**src/rtl/wma_pkg.sv**
```systemverilog
package wma_pkg;
   typedef enum logic [2:0] {
      ST_IDLE,
      ST_INIT,
      ST_PRE,
      ST_MOVE,
      ST_FIRE,
      ST_DRAIN
   } wma_state_e;
endpackage

```
**src/rtl/wma_indexer.sv**
```systemverilog
module wma_indexer #(
   parameter int unsigned IW = 2
) (
   input  logic          clk,
   input  logic          rst_n,
   input  logic          preset,
   input  logic          bump,
   output logic [IW-1:0] idx
);
   always_ff @(posedge clk or negedge rst_n) begin
      if (!rst_n)      idx <= '0;
      else if (preset) idx <= '1;
      else if (bump)   idx <= idx + IW'(1);
   end
endmodule

```
**src/rtl/wma_pe.sv**
```systemverilog
module wma_pe #(
   parameter int unsigned DW = 8,
   parameter int unsigned AW = 18
) (
   input  logic          clk,
   input  logic          rst_n,
   input  logic          clr,
   input  logic          fire,
   input  logic [DW-1:0] a,
   input  logic [DW-1:0] b,
   output logic [AW-1:0] acc
);
   logic [2*DW-1:0] prod;
   assign prod = {{DW{1'b0}}, a} * {{DW{1'b0}}, b};

   always_ff @(posedge clk or negedge rst_n) begin
      if (!rst_n)    acc <= '0;
      else if (clr)  acc <= '0;
      else if (fire) acc <= acc + AW'(prod);
   end
endmodule

```
**src/rtl/wma_ctrl.sv**
```systemverilog
module wma_ctrl
   import wma_pkg::*;
#(
   parameter int unsigned NSTEP = 10,
   parameter int unsigned NOUT  = 16,
   localparam int unsigned SW   = $clog2(NSTEP),
   localparam int unsigned OW   = $clog2(NOUT)
) (
   input  logic          clk,
   input  logic          rst_n,
   input  logic          start,
   output logic          clr_acc,
   output logic          init_idx,
   output logic          pre_inc,
   output logic          mv_en,
   output logic          fire_en,
   output logic          last_step,
   output logic [SW-1:0] step,
   output logic          drain_en,
   output logic [OW-1:0] drain_ix,
   output logic          done
);
   localparam logic [SW-1:0] STEP_END  = SW'(NSTEP - 1);
   localparam logic [OW-1:0] DRAIN_END = OW'(NOUT - 1);

   wma_state_e state;

   assign clr_acc   = (state == ST_IDLE) && start;
   assign init_idx  = (state == ST_INIT);
   assign pre_inc   = (state == ST_PRE);
   assign mv_en     = (state == ST_MOVE);
   assign fire_en   = (state == ST_FIRE);
   assign drain_en  = (state == ST_DRAIN);
   assign last_step = (step == STEP_END);

   always_ff @(posedge clk or negedge rst_n) begin
      if (!rst_n) begin
         state    <= ST_IDLE;
         step     <= '0;
         drain_ix <= '0;
         done     <= 1'b0;
      end else begin
         done <= 1'b0;
         unique case (state)
            ST_IDLE:  if (start) state <= ST_INIT;
            ST_INIT:  state <= ST_PRE;
            ST_PRE: begin
               step  <= '0;
               state <= ST_MOVE;
            end
            ST_MOVE:  state <= ST_FIRE;
            ST_FIRE: begin
               if (last_step) begin
                  drain_ix <= '0;
                  state    <= ST_DRAIN;
               end else begin
                  step  <= step + SW'(1);
                  state <= ST_MOVE;
               end
            end
            ST_DRAIN: begin
               if (drain_ix == DRAIN_END) begin
                  done  <= 1'b1;
                  state <= ST_IDLE;
               end else begin
                  drain_ix <= drain_ix + OW'(1);
               end
            end
            default:  state <= ST_IDLE;
         endcase
      end
   end
endmodule

```
**src/rtl/wavefront_mac_array.sv**
```systemverilog
module wavefront_mac_array #(
   parameter int unsigned ROWS  = 4,
   parameter int unsigned COLS  = 4,
   parameter int unsigned DEPTH = 4,
   parameter int unsigned DW    = 8,
   parameter int unsigned AW    = 2 * DW + $clog2(DEPTH),
   localparam int unsigned IW   = $clog2(DEPTH),
   localparam int unsigned RW   = $clog2(ROWS),
   localparam int unsigned CW   = $clog2(COLS),
   localparam int unsigned SELW = (RW > CW) ? RW : CW
) (
   input  logic            clk,
   input  logic            rst_n,
   input  logic            start,
   input  logic            ld_en,
   input  logic            ld_left,
   input  logic [SELW-1:0] ld_sel,
   input  logic [IW-1:0]   ld_addr,
   input  logic [DW-1:0]   ld_data,
   input  logic [RW-1:0]   rd_row,
   input  logic [CW-1:0]   rd_col,
   output logic [AW-1:0]   rd_data,
   output logic            done
);
   localparam int unsigned NSTEP = ROWS + COLS + DEPTH - 2;
   localparam int unsigned SW    = $clog2(NSTEP);
   localparam int unsigned NOUT  = ROWS * COLS;
   localparam int unsigned OW    = $clog2(NOUT);

   if (ROWS < 2 || COLS < 2 || DEPTH < 2) begin : g_bad_size
      $error("wavefront_mac_array: ROWS, COLS and DEPTH must each be at least 2");
   end
   if (AW < 2 * DW) begin : g_bad_acc
      $error("wavefront_mac_array: AW must hold a full product");
   end

   // control
   logic          clr_acc, init_idx, pre_inc, mv_en, fire_en, last_step, drain_en;
   logic [SW-1:0] step;
   logic [OW-1:0] drain_ix;

   wma_ctrl #(.NSTEP(NSTEP), .NOUT(NOUT)) u_ctrl (
      .clk, .rst_n, .start,
      .clr_acc, .init_idx, .pre_inc, .mv_en, .fire_en, .last_step,
      .step, .drain_en, .drain_ix, .done
   );

   // edge operand stores
   logic [DW-1:0] lmem [ROWS][DEPTH];
   logic [DW-1:0] tmem [COLS][DEPTH];

   always_ff @(posedge clk) begin
      if (ld_en) begin
         if (ld_left) lmem[ld_sel[RW-1:0]][ld_addr] <= ld_data;
         else         tmem[ld_sel[CW-1:0]][ld_addr] <= ld_data;
      end
   end

   // edge read pointers
   logic [IW-1:0] lidx [ROWS];
   logic [IW-1:0] tidx [COLS];

   for (genvar r = 0; r < ROWS; r++) begin : g_lptr
      logic nxt, bump;
      assign nxt  = (int'(step) + 1 >= r) && (int'(step) + 1 < r + DEPTH);
      assign bump = (pre_inc && (r == 0)) || (fire_en && !last_step && nxt);
      wma_indexer #(.IW(IW)) u_idx (
         .clk, .rst_n, .preset(init_idx), .bump, .idx(lidx[r])
      );
   end

   for (genvar c = 0; c < COLS; c++) begin : g_tptr
      logic nxt, bump;
      assign nxt  = (int'(step) + 1 >= c) && (int'(step) + 1 < c + DEPTH);
      assign bump = (pre_inc && (c == 0)) || (fire_en && !last_step && nxt);
      wma_indexer #(.IW(IW)) u_idx (
         .clk, .rst_n, .preset(init_idx), .bump, .idx(tidx[c])
      );
   end

   // grid of cells with shifting operand registers
   logic [DW-1:0] lbus [ROWS][COLS-1];
   logic [DW-1:0] tbus [ROWS-1][COLS];
   logic [AW-1:0] acc_flat [NOUT];

   for (genvar r = 0; r < ROWS; r++) begin : g_row
      for (genvar c = 0; c < COLS; c++) begin : g_col
         localparam int unsigned DIAG = r + c;
         logic          act;
         logic [DW-1:0] lsrc, tsrc, l_q, t_q;

         assign act = (int'(step) >= DIAG) && (int'(step) < DIAG + DEPTH);

         if (c == 0) begin : g_lin
            assign lsrc = lmem[r][lidx[r]];
         end else begin : g_lsh
            assign lsrc = lbus[r][c-1];
         end
         if (r == 0) begin : g_tin
            assign tsrc = tmem[c][tidx[c]];
         end else begin : g_tsh
            assign tsrc = tbus[r-1][c];
         end

         always_ff @(posedge clk or negedge rst_n) begin
            if (!rst_n) begin
               l_q <= '0;
               t_q <= '0;
            end else if (mv_en && act) begin
               l_q <= lsrc;
               t_q <= tsrc;
            end
         end

         if (c < COLS - 1) begin : g_lout
            assign lbus[r][c] = l_q;
         end
         if (r < ROWS - 1) begin : g_tout
            assign tbus[r][c] = t_q;
         end

         wma_pe #(.DW(DW), .AW(AW)) u_pe (
            .clk, .rst_n, .clr(clr_acc), .fire(fire_en && act),
            .a(l_q), .b(t_q), .acc(acc_flat[r*COLS + c])
         );
      end
   end

   // result store, filled row-major
   logic [AW-1:0] omem [NOUT];
   logic [OW-1:0] rd_lin;

   always_ff @(posedge clk or negedge rst_n) begin
      if (!rst_n) begin
         for (int k = 0; k < NOUT; k++) omem[k] <= '0;
      end else if (drain_en) begin
         omem[drain_ix] <= acc_flat[drain_ix];
      end
   end

   assign rd_lin  = OW'(rd_row * COLS + rd_col);
   assign rd_data = omem[rd_lin];
endmodule

```
**config.mk**
```make
export PLATFORM = sky130hd
export DESIGN_NAME = wavefront_mac_array
export DESIGN_NICKNAME = d
export VERILOG_FILES = /design/src/rtl/wma_pkg.sv /design/src/rtl/wma_indexer.sv /design/src/rtl/wma_pe.sv /design/src/rtl/wma_ctrl.sv /design/src/rtl/wavefront_mac_array.sv
export SDC_FILE = /design/constraint.sdc
export NUM_CORES = 2
export LEC_CHECK = 0
export BUFFER_PORTS_ARGS = -buffer_cell sky130_fd_sc_hd__buf_2
export CAP_MARGIN = 40
export CELL_PAD_IN_SITES_DETAIL_PLACEMENT = 2
export CELL_PAD_IN_SITES_GLOBAL_PLACEMENT = 2
export CORE_UTILIZATION = 48
export DETAILED_ROUTE_END_ITERATION = 10
export HOLD_SLACK_MARGIN = 0.15
export PLACE_DENSITY = 0.87
export SYNTH_ARGS = -nofsm -noshare
export SYNTH_HDL_FRONTEND = slang
export SYNTH_HIERARCHICAL = 1
export SYNTH_SLANG_ARGS = --single-unit
```
**constraint.sdc**
```tcl
create_clock -name clk -period 13 [get_ports clk]
set_input_delay 2.6 -clock clk [delete_from_list [all_inputs] [get_ports clk]]
set_output_delay 2.6 -clock clk [all_outputs]
set_load 0.02 [all_outputs]
```
==> impl_metrics.ini <==
[run_status]
status = finished, violations left
violations = capacitance limit, slew limit

[yosys]
yosysTopAreaCellShare_pct = 23.66
syn-num-nets = 10236
synth_ff_type = dfrtp_1
synth-xor-area-share_pct = 0.7897
synth_cell_types = 101
ys_top_cells_by_area = dfrtp_1, fa_1, ha_1
synth_compound_area_share_pct = 7.572
syn_inst = 8766
async_reset_ff_share_pct = 77.06
synth_top_cell_by_area = dfrtp_1
synthMuxAreaShare_pct = 9.524
ys_ff_latch = 1116
syn_avg_cell_area_um2 = 10.37
synth_adder_area_share_pct = 26.54
yosysSeqAreaShare_pct = 32.12
yosysMostFrequentCell = inv_1
synth_top_family_by_area = adder cells
yosys.area_share.simple_pct = 14.87
yosys-top-cells-count = inv_1, nand2_1, dfrtp_1, fa_1, ha_1
synth_edf_count = 256
yosysWarnings = 6
syn_area_um2 = 90950

[cts]
cts_buffers = 140
clock-root-buffer = clkbuf_16
cts_resized = 0
cts_tree = built
clk_path_buf_depth = 3
htreeDepth = 4
cts.hold.buffers_added = 0
postCtsSetupRepairBufs = 0
insertion_delay_ns = 0.91
clk_pin_slew_ns = 0.07
cts.sinks = 1116

[routing]
routed_wl_um = 495100
detail_route.wl_per_cell_um = 43.43
dr.pass1.iters = 6
avgViaCountPerCell = 7.156
vias = 81583
drtIter0Drc = 10257
antenna_left = 0
drcViolationCount = 0

[floorplanning]
core_area_um2 = 188000
rows = 159
initial_core_util_pct = 48.38
die_area_um2 = 191200
die_y_um = 437.3
ioPinCount = 40
die_x_um = 437.3

[global_route]
grt_overflow = 0
grt_pass1_wl_um = 644500
grt_pass1_vias = 88076
grt_max_degree = 168
antenna_found_initial = 114
grt_usage_pct = 46.64

[timing]
finalHoldViolCount = 0
setup_violations = 0
slew_viol_final = 2
worstMarginPinSlew_ns = 2.034
setup_ws_ns = 4.297
fmax_mhz = 114.9
finalCritPeriodShare_pct = 66.95
rsz0062_at_grt = no
skew_ns = 0.08756
min_period_ns = 8.703
slew_headroom_pct = -36.66
setup_tns_ns = 0

[setup_path]
crit_type = in -> out
worstPathRequired_ns = 10.40
crit_arrival_ns = 6.10
worstSetupEndpointType = output pin
start_kind = input port
path_max_fanout = 39

[finish]
fill_cells = 18482
fin_nets = 10175
multi_input_area_um2 = 54020
final_area_um2 = 98790
syn_to_final_growth_pct = 8.620
ff_latch_area_um2 = 29220
layout-drive-gt1-share_pct = 11.08
final_cells = 11400

[placement]
dp_hpwl_um = 275300
dp.cells = 11036
placed_cell_area_um2 = 93320
pre_cts_slack_ns = 5.231
gp_congestion = 0.9103
io_buffers = 39

[power_and_ir_drop]
p_leak_nw = 48.55
p_per_area_nw_per_um2 = 225.2
ir_drop_mv = 0.6073
p_total_mw = 22.25

[worst_hold_path]
hold_path_class = reg -> reg

[run]
maxCapViolations = 1
-- final timing paths --
check / from / endpoint / slack, ns / depth (start not counted)
setup / recovery: rd_col[1] / rd_data[13] / 4.30 / 6
hold / removal: omem[188] / omem[188] / 0.53 / 1
setup reg to reg: g_row[1].g_col[1].t_q[7] / g_row[1].g_col[1].u_pe/acc[14] / 6.54 / 14
hold reg to reg: omem[188] / omem[188] / 0.53 / 1
max in group asynchronous: rst_n / g_row[0].g_col[1].u_pe/acc[3] / 8.84 / 3
min in group asynchronous: rst_n / g_row[2].g_col[3].u_pe/acc[7] / 1.72 / 1
-- per-layer routing --
metal / wire length (µm) / global-route usage, % / vias to the layer above
li1: - / - / 28878
met5: 880 / 0 / -
met4: 64430 / 43.11 / 78
met1: 154700 / 49.25 / 41259
met3: 53920 / 13.42 / 3854
met2: 221200 / 75.20 / 7514
-- critical path, stage by stage --
cell     delay (ns)
buf_4          0.48
buf_12         0.33
mux4_2         0.40
a22oi_1        0.81
nand2_1        0.98
buf_2          0.45
-- cells in the final DEF, fill, tap and decap left out, drive strengths merged, types with 37 or more instances in the layout --
master  count
inv      1629
nand2     888
dfrtp     860
fa        800
ha        649
and2      585
nor2      351
mux2      348
edfxtp    256
a21oi     198
clkbuf    193
o21ai     185
mux4      154
nand4b    129
mux2i     127
a21o      125
buf       116
nand3      92
diode      85
nand4      82
xnor2      70
nand2b     60
a211oi     57
o211ai     51
nor3       49
nor2b      48
clkinv     47
or3        43
nand3b     42
nor3b      42
and3       41
o21bai     39
a22oi      37
-- registers in the layout (all words and copies together) (netlist names), 8 cells and up --
signal and cells:
lmem 128, tmem 128, g_row.g_col.t_q 128, g_row.g_col.u_pe/acc 288, g_tptr.u_idx/idx 8, g_row.g_col.l_q 128
g_lptr.u_idx/idx 8, omem 288
-- cell type report --
class	instances	area share, %
inverter	1635	6.212
sequential	1116	29.57
clock buffer	190	3.961
antenna	85	0.2153
multi-input combinational	5693	54.68
tap	2495	3.160
clock inverter	67	1.153
timing repair buffer	119	1.044
-- report_power, final --
part,leakage (nW),internal (mW),switching [mW],total (mW)
registers,14.1,3.89,1.40,5.29
logic,32.1,3.92,8.42,12.3
clock network,2.42,2.54,2.08,4.61
total,48.5,10.4,11.9,22.2
-- through the flow --
| step | utilization (%) | hold slack, ns |
|---|---|---|
| 2_1_floorplan | - | 0.4386 |
| 3_3_place_gp | 49.52 | 0.4824 |
| 3_5_place_dp | 49.64 | 0.4907 |
| 4_1_cts | 52.33 | 0.5093 |
| 5_1_grt | 52.47 | 0.5328 |
| 6_report | 52.55 | 0.5318 |
-- cells by family after synthesis --
logic type	after synthesis
adder cells (fa/ha/maj)	1449
flip-flops	1116
multiplexers	629
AND/OR/NAND/NOR	2557
buffers and inverters	1957
XOR/XNOR	82
AO/OA/AOI/OAI	976
No activity file was read; power rests on OpenSTA's default activity.
